--- config.mk ---
export PLATFORM = sky130hd
export DESIGN_NAME = ipt_port
export DESIGN_NICKNAME = d
export VERILOG_FILES = /design/src/rtl/ipt_pkg.sv /design/src/rtl/ipt_decode.sv /design/src/rtl/ipt_regs.sv /design/src/rtl/ipt_seq.sv /design/src/rtl/ipt_port.sv
export SDC_FILE = /design/constraint.sdc
export NUM_CORES = 1
export LEC_CHECK = 0
export ABC_AREA = 1
export BUFFER_PORTS_ARGS = -buffer_cell sky130_fd_sc_hd__buf_2
export CAP_MARGIN = 15
export CORE_ASPECT_RATIO = 0.7
export CORE_MARGIN = 8
export CORE_UTILIZATION = 30
export DETAILED_ROUTE_END_ITERATION = 10
export GPL_TIMING_DRIVEN = 0
export HOLD_SLACK_MARGIN = 0.1
export PLACE_DENSITY_LB_ADDON = 0.08
export SLEW_MARGIN = 25
export SYNTH_ARGS = -nofsm -noshare
export SYNTH_HDL_FRONTEND = slang
export SYNTH_SLANG_ARGS = --single-unit
--- constraint.sdc ---
create_clock -name clk -period 3.97 [get_ports clk]
set_clock_uncertainty 0.15 [all_clocks]
set_input_delay 1.191 -clock clk [delete_from_list [all_inputs] [get_ports clk]]
set_output_delay 1.191 -clock clk [all_outputs]
set_load 0.01 [all_outputs]
--- src/rtl/ipt_pkg.sv ---
// Shared constants and types for the indirect register window port.
// Assumes an 8-byte-wide bus where the slot number is the byte address >> 3.
package ipt_pkg;
    localparam int IDX_W   = 3;
    localparam int DATA_W  = 64;
    localparam int TADDR_W = 12;
    localparam int STAT_W  = 8;

    localparam logic [IDX_W-1:0] IX_PTR   = 3'd0;
    localparam logic [IDX_W-1:0] IX_STAT  = 3'd1;
    localparam logic [IDX_W-1:0] IX_WIN   = 3'd2;
    localparam logic [IDX_W-1:0] IX_DROPA = 3'd3;
    localparam logic [IDX_W-1:0] IX_DROPB = 3'd4;

    typedef enum logic {SQ_IDLE, SQ_WAIT} seq_state_t;

    typedef struct packed {
        logic ptr;
        logic stat;
        logic win;
        logic drop;
        logic none;
    } slot_hit_t;
endpackage

--- src/rtl/ipt_decode.sv ---
// Slot decoder: turns the slot number into one-hot hit flags.
// Assumes the caller has already removed the three byte-offset bits.
module ipt_decode
    import ipt_pkg::*;
(
    input  logic [IDX_W-1:0] slot,
    output slot_hit_t        hit
);
    // Classify the slot into pointer, status, window, discard or unassigned.
    always_comb begin
        hit = '0;
        unique case (slot)
            IX_PTR:             hit.ptr  = 1'b1;
            IX_STAT:            hit.stat = 1'b1;
            IX_WIN:             hit.win  = 1'b1;
            IX_DROPA, IX_DROPB: hit.drop = 1'b1;
            default:            hit.none = 1'b1;
        endcase
    end
endmodule

--- src/rtl/ipt_regs.sv ---
// Local state: the 12-bit pointer and the sticky status register.
// Assumes wr_en is only high for an accepted local write; status bit 0
// may also be set by hardware, and the set wins over a clear.
module ipt_regs #(
    parameter int TADDR_W = 12,
    parameter int STAT_W  = 8
) (
    input  logic               clk,
    input  logic               rst_n,
    input  logic               wr_ptr,
    input  logic               wr_stat,
    input  logic [TADDR_W-1:0] ptr_wd,
    input  logic [STAT_W-1:0]  stat_wd,
    input  logic               hw_err,
    output logic [TADDR_W-1:0] ptr_q,
    output logic [STAT_W-1:0]  stat_q
);
    // Pointer register: loads the low address bits on a pointer write.
    always_ff @(posedge clk) begin
        if (!rst_n)      ptr_q <= '0;
        else if (wr_ptr) ptr_q <= ptr_wd;
    end

    // One flop per status bit; bit 0 also takes the hardware error event.
    for (genvar b = 0; b < STAT_W; b++) begin : g_stat
        logic set_b;
        if (b == 0) begin : g_hw
            assign set_b = hw_err;
        end else begin : g_sw
            assign set_b = 1'b0;
        end
        // Sticky bit: set by hardware, cleared by a one written to it.
        always_ff @(posedge clk) begin
            if (!rst_n)                   stat_q[b] <= 1'b0;
            else if (set_b)               stat_q[b] <= 1'b1;
            else if (wr_stat && stat_wd[b]) stat_q[b] <= 1'b0;
        end
    end
endmodule

--- src/rtl/ipt_seq.sv ---
// Window sequencer: launches one target access per window transfer and
// holds the request until the target acknowledges.
// Assumes start is only high while idle.
module ipt_seq
    import ipt_pkg::*;
#(
    parameter int DATA_W = 64
) (
    input  logic              clk,
    input  logic              rst_n,
    input  logic              start,
    input  logic              we_in,
    input  logic [DATA_W-1:0] wdata_in,
    input  logic              ack,
    output logic              busy,
    output logic              req_we,
    output logic [DATA_W-1:0] req_wdata
);
    seq_state_t state_q;

    // State machine: idle until a window access, wait until acknowledge.
    always_ff @(posedge clk) begin
        if (!rst_n) begin
            state_q <= SQ_IDLE;
        end else begin
            unique case (state_q)
                SQ_IDLE: if (start) state_q <= SQ_WAIT;
                SQ_WAIT: if (ack)   state_q <= SQ_IDLE;
                default:            state_q <= SQ_IDLE;
            endcase
        end
    end

    // Capture the direction and write data when the access is launched.
    always_ff @(posedge clk) begin
        if (!rst_n) begin
            req_we    <= 1'b0;
            req_wdata <= '0;
        end else if (start) begin
            req_we    <= we_in;
            req_wdata <= wdata_in;
        end
    end

    assign busy = (state_q == SQ_WAIT);
endmodule

--- src/rtl/ipt_port.sv ---
// Indirect register window port (top). Local pointer/status registers,
// two discard slots and a window slot forwarded to an internal target.
// Assumes the bus master holds valid, address, direction and data until
// ready; transfers complete in the cycle where valid and ready are high.
module ipt_port
    import ipt_pkg::*;
#(
    parameter int DATA_W  = ipt_pkg::DATA_W,
    parameter int TADDR_W = ipt_pkg::TADDR_W,
    parameter int STAT_W  = ipt_pkg::STAT_W,
    localparam int BUS_AW = IDX_W + 3
) (
    input  logic               clk,
    input  logic               rst_n,
    input  logic               bus_valid,
    output logic               bus_ready,
    input  logic               bus_we,
    input  logic [BUS_AW-1:0]  bus_addr,
    input  logic [DATA_W-1:0]  bus_wdata,
    output logic [DATA_W-1:0]  bus_rdata,
    output logic               bus_err,
    output logic               tgt_req,
    output logic               tgt_we,
    output logic [TADDR_W-1:0] tgt_addr,
    output logic [DATA_W-1:0]  tgt_wdata,
    input  logic               tgt_ack,
    input  logic [DATA_W-1:0]  tgt_rdata,
    input  logic               tgt_err
);
    slot_hit_t          hit;
    logic               busy;
    logic               accept;
    logic               local_wr;
    logic [TADDR_W-1:0] ptr_q;
    logic [STAT_W-1:0]  stat_q;
    logic               unused_lsb;

    assign unused_lsb = ^bus_addr[2:0];

    ipt_decode u_dec (
        .slot (bus_addr[BUS_AW-1:3]),
        .hit  (hit)
    );

    // Handshake: window transfers wait for the target, others finish at once.
    assign bus_ready = busy ? tgt_ack : ~hit.win;
    assign accept    = bus_valid & bus_ready;
    assign local_wr  = accept & bus_we & ~busy;
    assign bus_err   = local_wr & hit.none;

    ipt_regs #(.TADDR_W(TADDR_W), .STAT_W(STAT_W)) u_regs (
        .clk     (clk),
        .rst_n   (rst_n),
        .wr_ptr  (local_wr & hit.ptr),
        .wr_stat (local_wr & hit.stat),
        .ptr_wd  (bus_wdata[TADDR_W-1:0]),
        .stat_wd (bus_wdata[STAT_W-1:0]),
        .hw_err  (busy & tgt_ack & tgt_err),
        .ptr_q   (ptr_q),
        .stat_q  (stat_q)
    );

    ipt_seq #(.DATA_W(DATA_W)) u_seq (
        .clk       (clk),
        .rst_n     (rst_n),
        .start     (bus_valid & ~busy & hit.win),
        .we_in     (bus_we),
        .wdata_in  (bus_wdata),
        .ack       (tgt_ack),
        .busy      (busy),
        .req_we    (tgt_we),
        .req_wdata (tgt_wdata)
    );

    assign tgt_req  = busy;
    assign tgt_addr = ptr_q;

    // Read mux: target data while waiting, local registers otherwise.
    always_comb begin
        bus_rdata = '0;
        if (busy)          bus_rdata = tgt_rdata;
        else if (hit.ptr)  bus_rdata[TADDR_W-1:0] = ptr_q;
        else if (hit.stat) bus_rdata[STAT_W-1:0]  = stat_q;
    end
endmodule

# Yosys cells after proc, flatten, opt, wreduce, memory -nomap -nowiden

Index checks and enable logic that the tools add are counted.

Register bits: 79
Bits of input ports: 140
Output and inout port bits: 144
Word-level logic and storage cells: 40

Equal/unequal tests: 4
Muxes and demuxes: 15
Bitwise logic cells: 12
Reductions and logical operators: 4

Operators by type and width:

| cell                 | number |
|---|---|
| $mux W52             | 1 |
| $mux W12             | 1 |
| $and A1 B1 Y1        | 10 |
| $mux W1              | 10 |
| $mux W8              | 1 |
| $eq A3 B2 Y1 const B | 2 |
| $reduce_or A5 Y1     | 1 |
| $mux W4              | 1 |
| $eq A3 B1 Y1 const B | 1 |
| $eq A3 B3 Y1 const B | 1 |
| $logic_not A3 Y1     | 1 |
| $not A1 Y1           | 2 |
| $pmux W1 S2          | 1 |
| $reduce_bool A2 Y1   | 1 |
| $logic_and A1 B1 Y1  | 1 |

# Depth between registers and ports, before layout

Depth after elaboration: 11
Depth in mapped cells: 8
Gate-level depth less buffers: 7

# Hierarchy

From an unflattened synthesis, not the netlist that was laid out.

Cell total of the unflattened synthesis: 687
Area, all modules: 4080.2 um2

By module, submodules not included:

| module     | instances | cells an instance | area an instance (um2) | sequential area each (um2) |
|---|---|---|---|---|
| ipt_seq    | 1         | 417               | 2706.3                 | 1321.3 |
| ipt_port   | 1         | 193               | 795.8                  | 0.0 |
| ipt_regs   | 1         | 66                | 528.0                  | 260.2 |
| ipt_decode | 1         | 11                | 50.0                   | 0.0 |

# Worst setup path after synthesis

Ideal clock, no wire load.

Path kind: input-to-output
Start point: in bus_addr[3]
End point: out bus_rdata[0]
Data arrival time: 2.070 ns
Data required time: 2.629 ns
Slack: 0.559 ns
Stages on the path: 5
Buffers on the path: 1
Path through: or2_1 nor2_4 buf_2 nand2_1 a31oi_1

Word-level cells in the longest chain between the ends: 5
Elaborated cells on any way between the ends: 7
Those cells by class: eq/ne: 1; mux: 5; reduce/logical: 1

Ends and longest elaborated chain:

| what            | line             | text |
|---|---|---|
| start, declared | ipt_port.sv:18   | `input logic [BUS_AW-1:0] bus_addr,` |
| $eq A3 B1 Y1    | ipt_decode.sv:12 | `unique case (slot)` |
| $mux W1         | ipt_decode.sv:12 |  |
| $mux W1         | ipt_port.sv:83   | `else if (hit.stat) bus_rdata[STAT_W-1:0] = stat_q;` |
| $mux W8 (*)     | ipt_port.sv:82   | `else if (hit.ptr) bus_rdata[TADDR_W-1:0] = ptr_q;` |
| $mux W12 (*)    | ipt_port.sv:81   | `if (busy) bus_rdata = tgt_rdata;` |
| end, declared   | ipt_port.sv:20   | `output logic [DATA_W-1:0] bus_rdata,` |

Every way passes the cells marked *; elsewhere a longest branch is shown, timed or not.

# Worst setup path after layout

Ends and elaborated chain as after synthesis.

==> run metrics <==
status=complete, no violations; CP delay by family, top=buffers and inverters; Post-Syn Area=approximately 0.0035 mm^2; Mapped Avg Cell Area=between 6 and 7 um^2; # resized after CTS=0; clk sinks=a little under 80; post-synthesis cell count=between 500 and 600; YS warnings=0; Synth area leader=dfxtp_1; CP max stage cell=or2_1; top area cells in the synthesized netlist=dfxtp_1, nor2_1, nand2_1; fin nets=approximately 950; CTS H-tree depth=3; WHS Endpoint=u_regs.stat_q[0]; gr ovfl total=0; RSZ-0062 raised after global routing=no; worst setup path startpoint=bus_addr[3]; FMAX=around 260 MHz; TritonCTS Buffers=9; WL final=approximately 14000 um; type of the worst setup path=in2out; antenna violations before repair=3; Crit path top cell by count=buf_2; LEAKAGE=~3.3 nW; global-route wire length before repair=21100 um; CORE AREA=~0.012 mm^2; DRC violations left=0; # port buffers=~280; setup slack, reg-to-reg=between 2000 and 2500 ps; placed cell count=960; register area=around 0.0016 mm^2; largest net degree at the start of global routing=14; vias per cell=between 4 and 5; post-CTS setup repair buffer count=0; Setup crit end kind=primary output; Die H=approximately 110 um; # hold bufs at CTS=0; worst path bufs/invs=3; vias in the first global route=~4200; CP Launch Type=primary input; final period utilization=0.951; Hold WC Path Type=reg2reg; hold depth=2; Area Growth Syn to Fin=55.1%; Fill cells=1211; DP HPWL=11400 um; Cell Rows=33; Critical R2R Launch=u_seq.busy; worst path cell trace=buf_2, or2_1, nor2_4, buf_2, nand2_1, a31oi_1, buf_2; post-synthesis sequential area ratio=0.454; Synth top area share=0.454; CP Data Required Time=between 2000 and 3000 ps; Iter 0 DRT Violations=210; distinct cell type count after synthesis=22; register bit total from synthesis=approximately 80; DR WL/cell=around 14 um; crit path max fanout=10; Worst R2R End=u_seq.req_wdata[9]; CTS tree=yes; setup TNS=0 ps; Slew Limit Fails=0; Period minus WS final=between 3000 and 4000 ps; # IOs=around 280; layout cell share with drive strength beyond 1=0.389; CTS clk-pin slew, worst paths=about 60 ps; critical path's largest stage delay=roughly 270 ps; worst reg2reg path depth=6; Multi-input gate area=roughly 0.0015 mm^2; Slew headroom=0.687; syn nets=664; CP arrival=between 2000 and 2500 ps; gr usage total=0.172; Longest Clk Path Bufs=2; Hold Vio Cnt, Final=0; Slew @ Worst Pin=approximately 470 ps; pwr/cell area=~360 mW/mm^2; Layout Cells excl Fill=approximately 1000; effective utilization at floorplan=0.302; DR vias=between 4000 and 5000; ANT cells=0; Post-DRT Antenna Nets=0; max-capacitance violation count=0; DRT Pass-1 Iters=4; Max VDD drop=201 uV; hold path start=u_regs.stat_q[0]; Die Footprint=around 0.015 mm^2; GPL Wtd Cong=between 0.7 and 0.8; clk_lat worst skew=around 330 ps; final setup vio count=0; clk root buf=clkbuf_16; die width=about 140 um
## synthesized netlist by cell type (all sizes together)
master    n
o21ai    65
clkbuf   18
nor2    138
nand3    15
or2       1
buf      16
a21oi    15
a31oi     1
nand2    90
nor3      1
inv      72
dfxtp    79
nand4    13
## per-layer routing
| metal | global-route usage | up-vias | routed length [um] |
|---|---|---|---|
| met5 | 0 | - | 24 |
| met3 | 0.0828 | 18 | 1510 |
| li1 | - | 2192 | - |
| met4 | 0.0333 | 6 | 119 |
| met2 | 0.286 | 142 | 6380 |
| met1 | 0.197 | 1869 | 5710 |
## where the power goes
group | internal, mW | leakage (nW) | switching, mW
clock | 0.568 | 0.156 | 0.325
sequential | 0.819 | 0.641 | 0.0134
combinational | 0.106 | 2.51 | 0.127
total | 1.49 | 3.31 | 0.465
## through the flow
| stage | hold WS, ps | power, mW | area (um^2) | util | setup slack [ps] |
|---|---|---|---|---|---|
| 6_report | 316 | 1.96 | 5400 | 0.469 | 193 |
| 5_1_grt | 335 | 2.05 | 5400 | 0.469 | 71.2 |
| 4_1_cts | 318 | 1.98 | 5400 | 0.469 | 174 |
| 3_5_place_dp | 311 | 1.08 | 5070 | 0.440 | 179 |
| 3_3_place_gp | 301 | 1.08 | 5070 | 0.440 | 216 |
| 2_1_floorplan | 287 | 0.955 | 3480 | - | 559 |
## worst max path at each step
stage / slack, ps / end / depth (start not counted)
global route: 70 / bus_rdata[0] / 7
global placement: 220 / bus_rdata[0] / 7
CTS: 170 / bus_rdata[0] / 7
detailed placement: 180 / bus_rdata[0] / 7
finish: 190 / bus_rdata[0] / 7
floorplan: 560 / bus_rdata[0] / 5
## logic make-up after synthesis
family                 Yosys count  synth area share
buffers and inverters          106             0.124
and+or+nand+nor                258             0.301
DFF                             79             0.454
AOI/OAI and AO/OA               81             0.120
## layout make-up
type,count,share of cell area
sequential,79,0.293
multi-input combinational,339,0.272
timing repair buffer,279,0.259
inverter,72,0.0501
clock buffer,11,0.0450
tap,157,0.0364
buffer,34,0.0301
clock inverter,5,0.0151
## registers in the layout, indices dropped and copies added, names as in the netlist
name	cells
u_regs.ptr_q	12
u_regs.stat_q	1
u_seq.busy	1
u_seq.req_wdata	64
u_seq.req_we	1
## worst min-delay path, delay by kind of cell (launching register included)
kind               cells  cell delay [ps]
AOI/OAI and AO/OA      1               50
and+or+nand+nor        1               60
DFF                    1              310
## layout by cell type (no fill, tap or decap), drive strengths merged
cell and count:
a21oi 15, a31oi 1, buf 295, bufinv 2, clkbuf 29, clkinv 2, clkinvlp 1, dfxtp 79
inv 72, nand2 90, nand3 15, nand4 13, nor2 138, nor3 1, o21ai 65, or2 1
No activity file was read; power rests on OpenSTA's default activity.
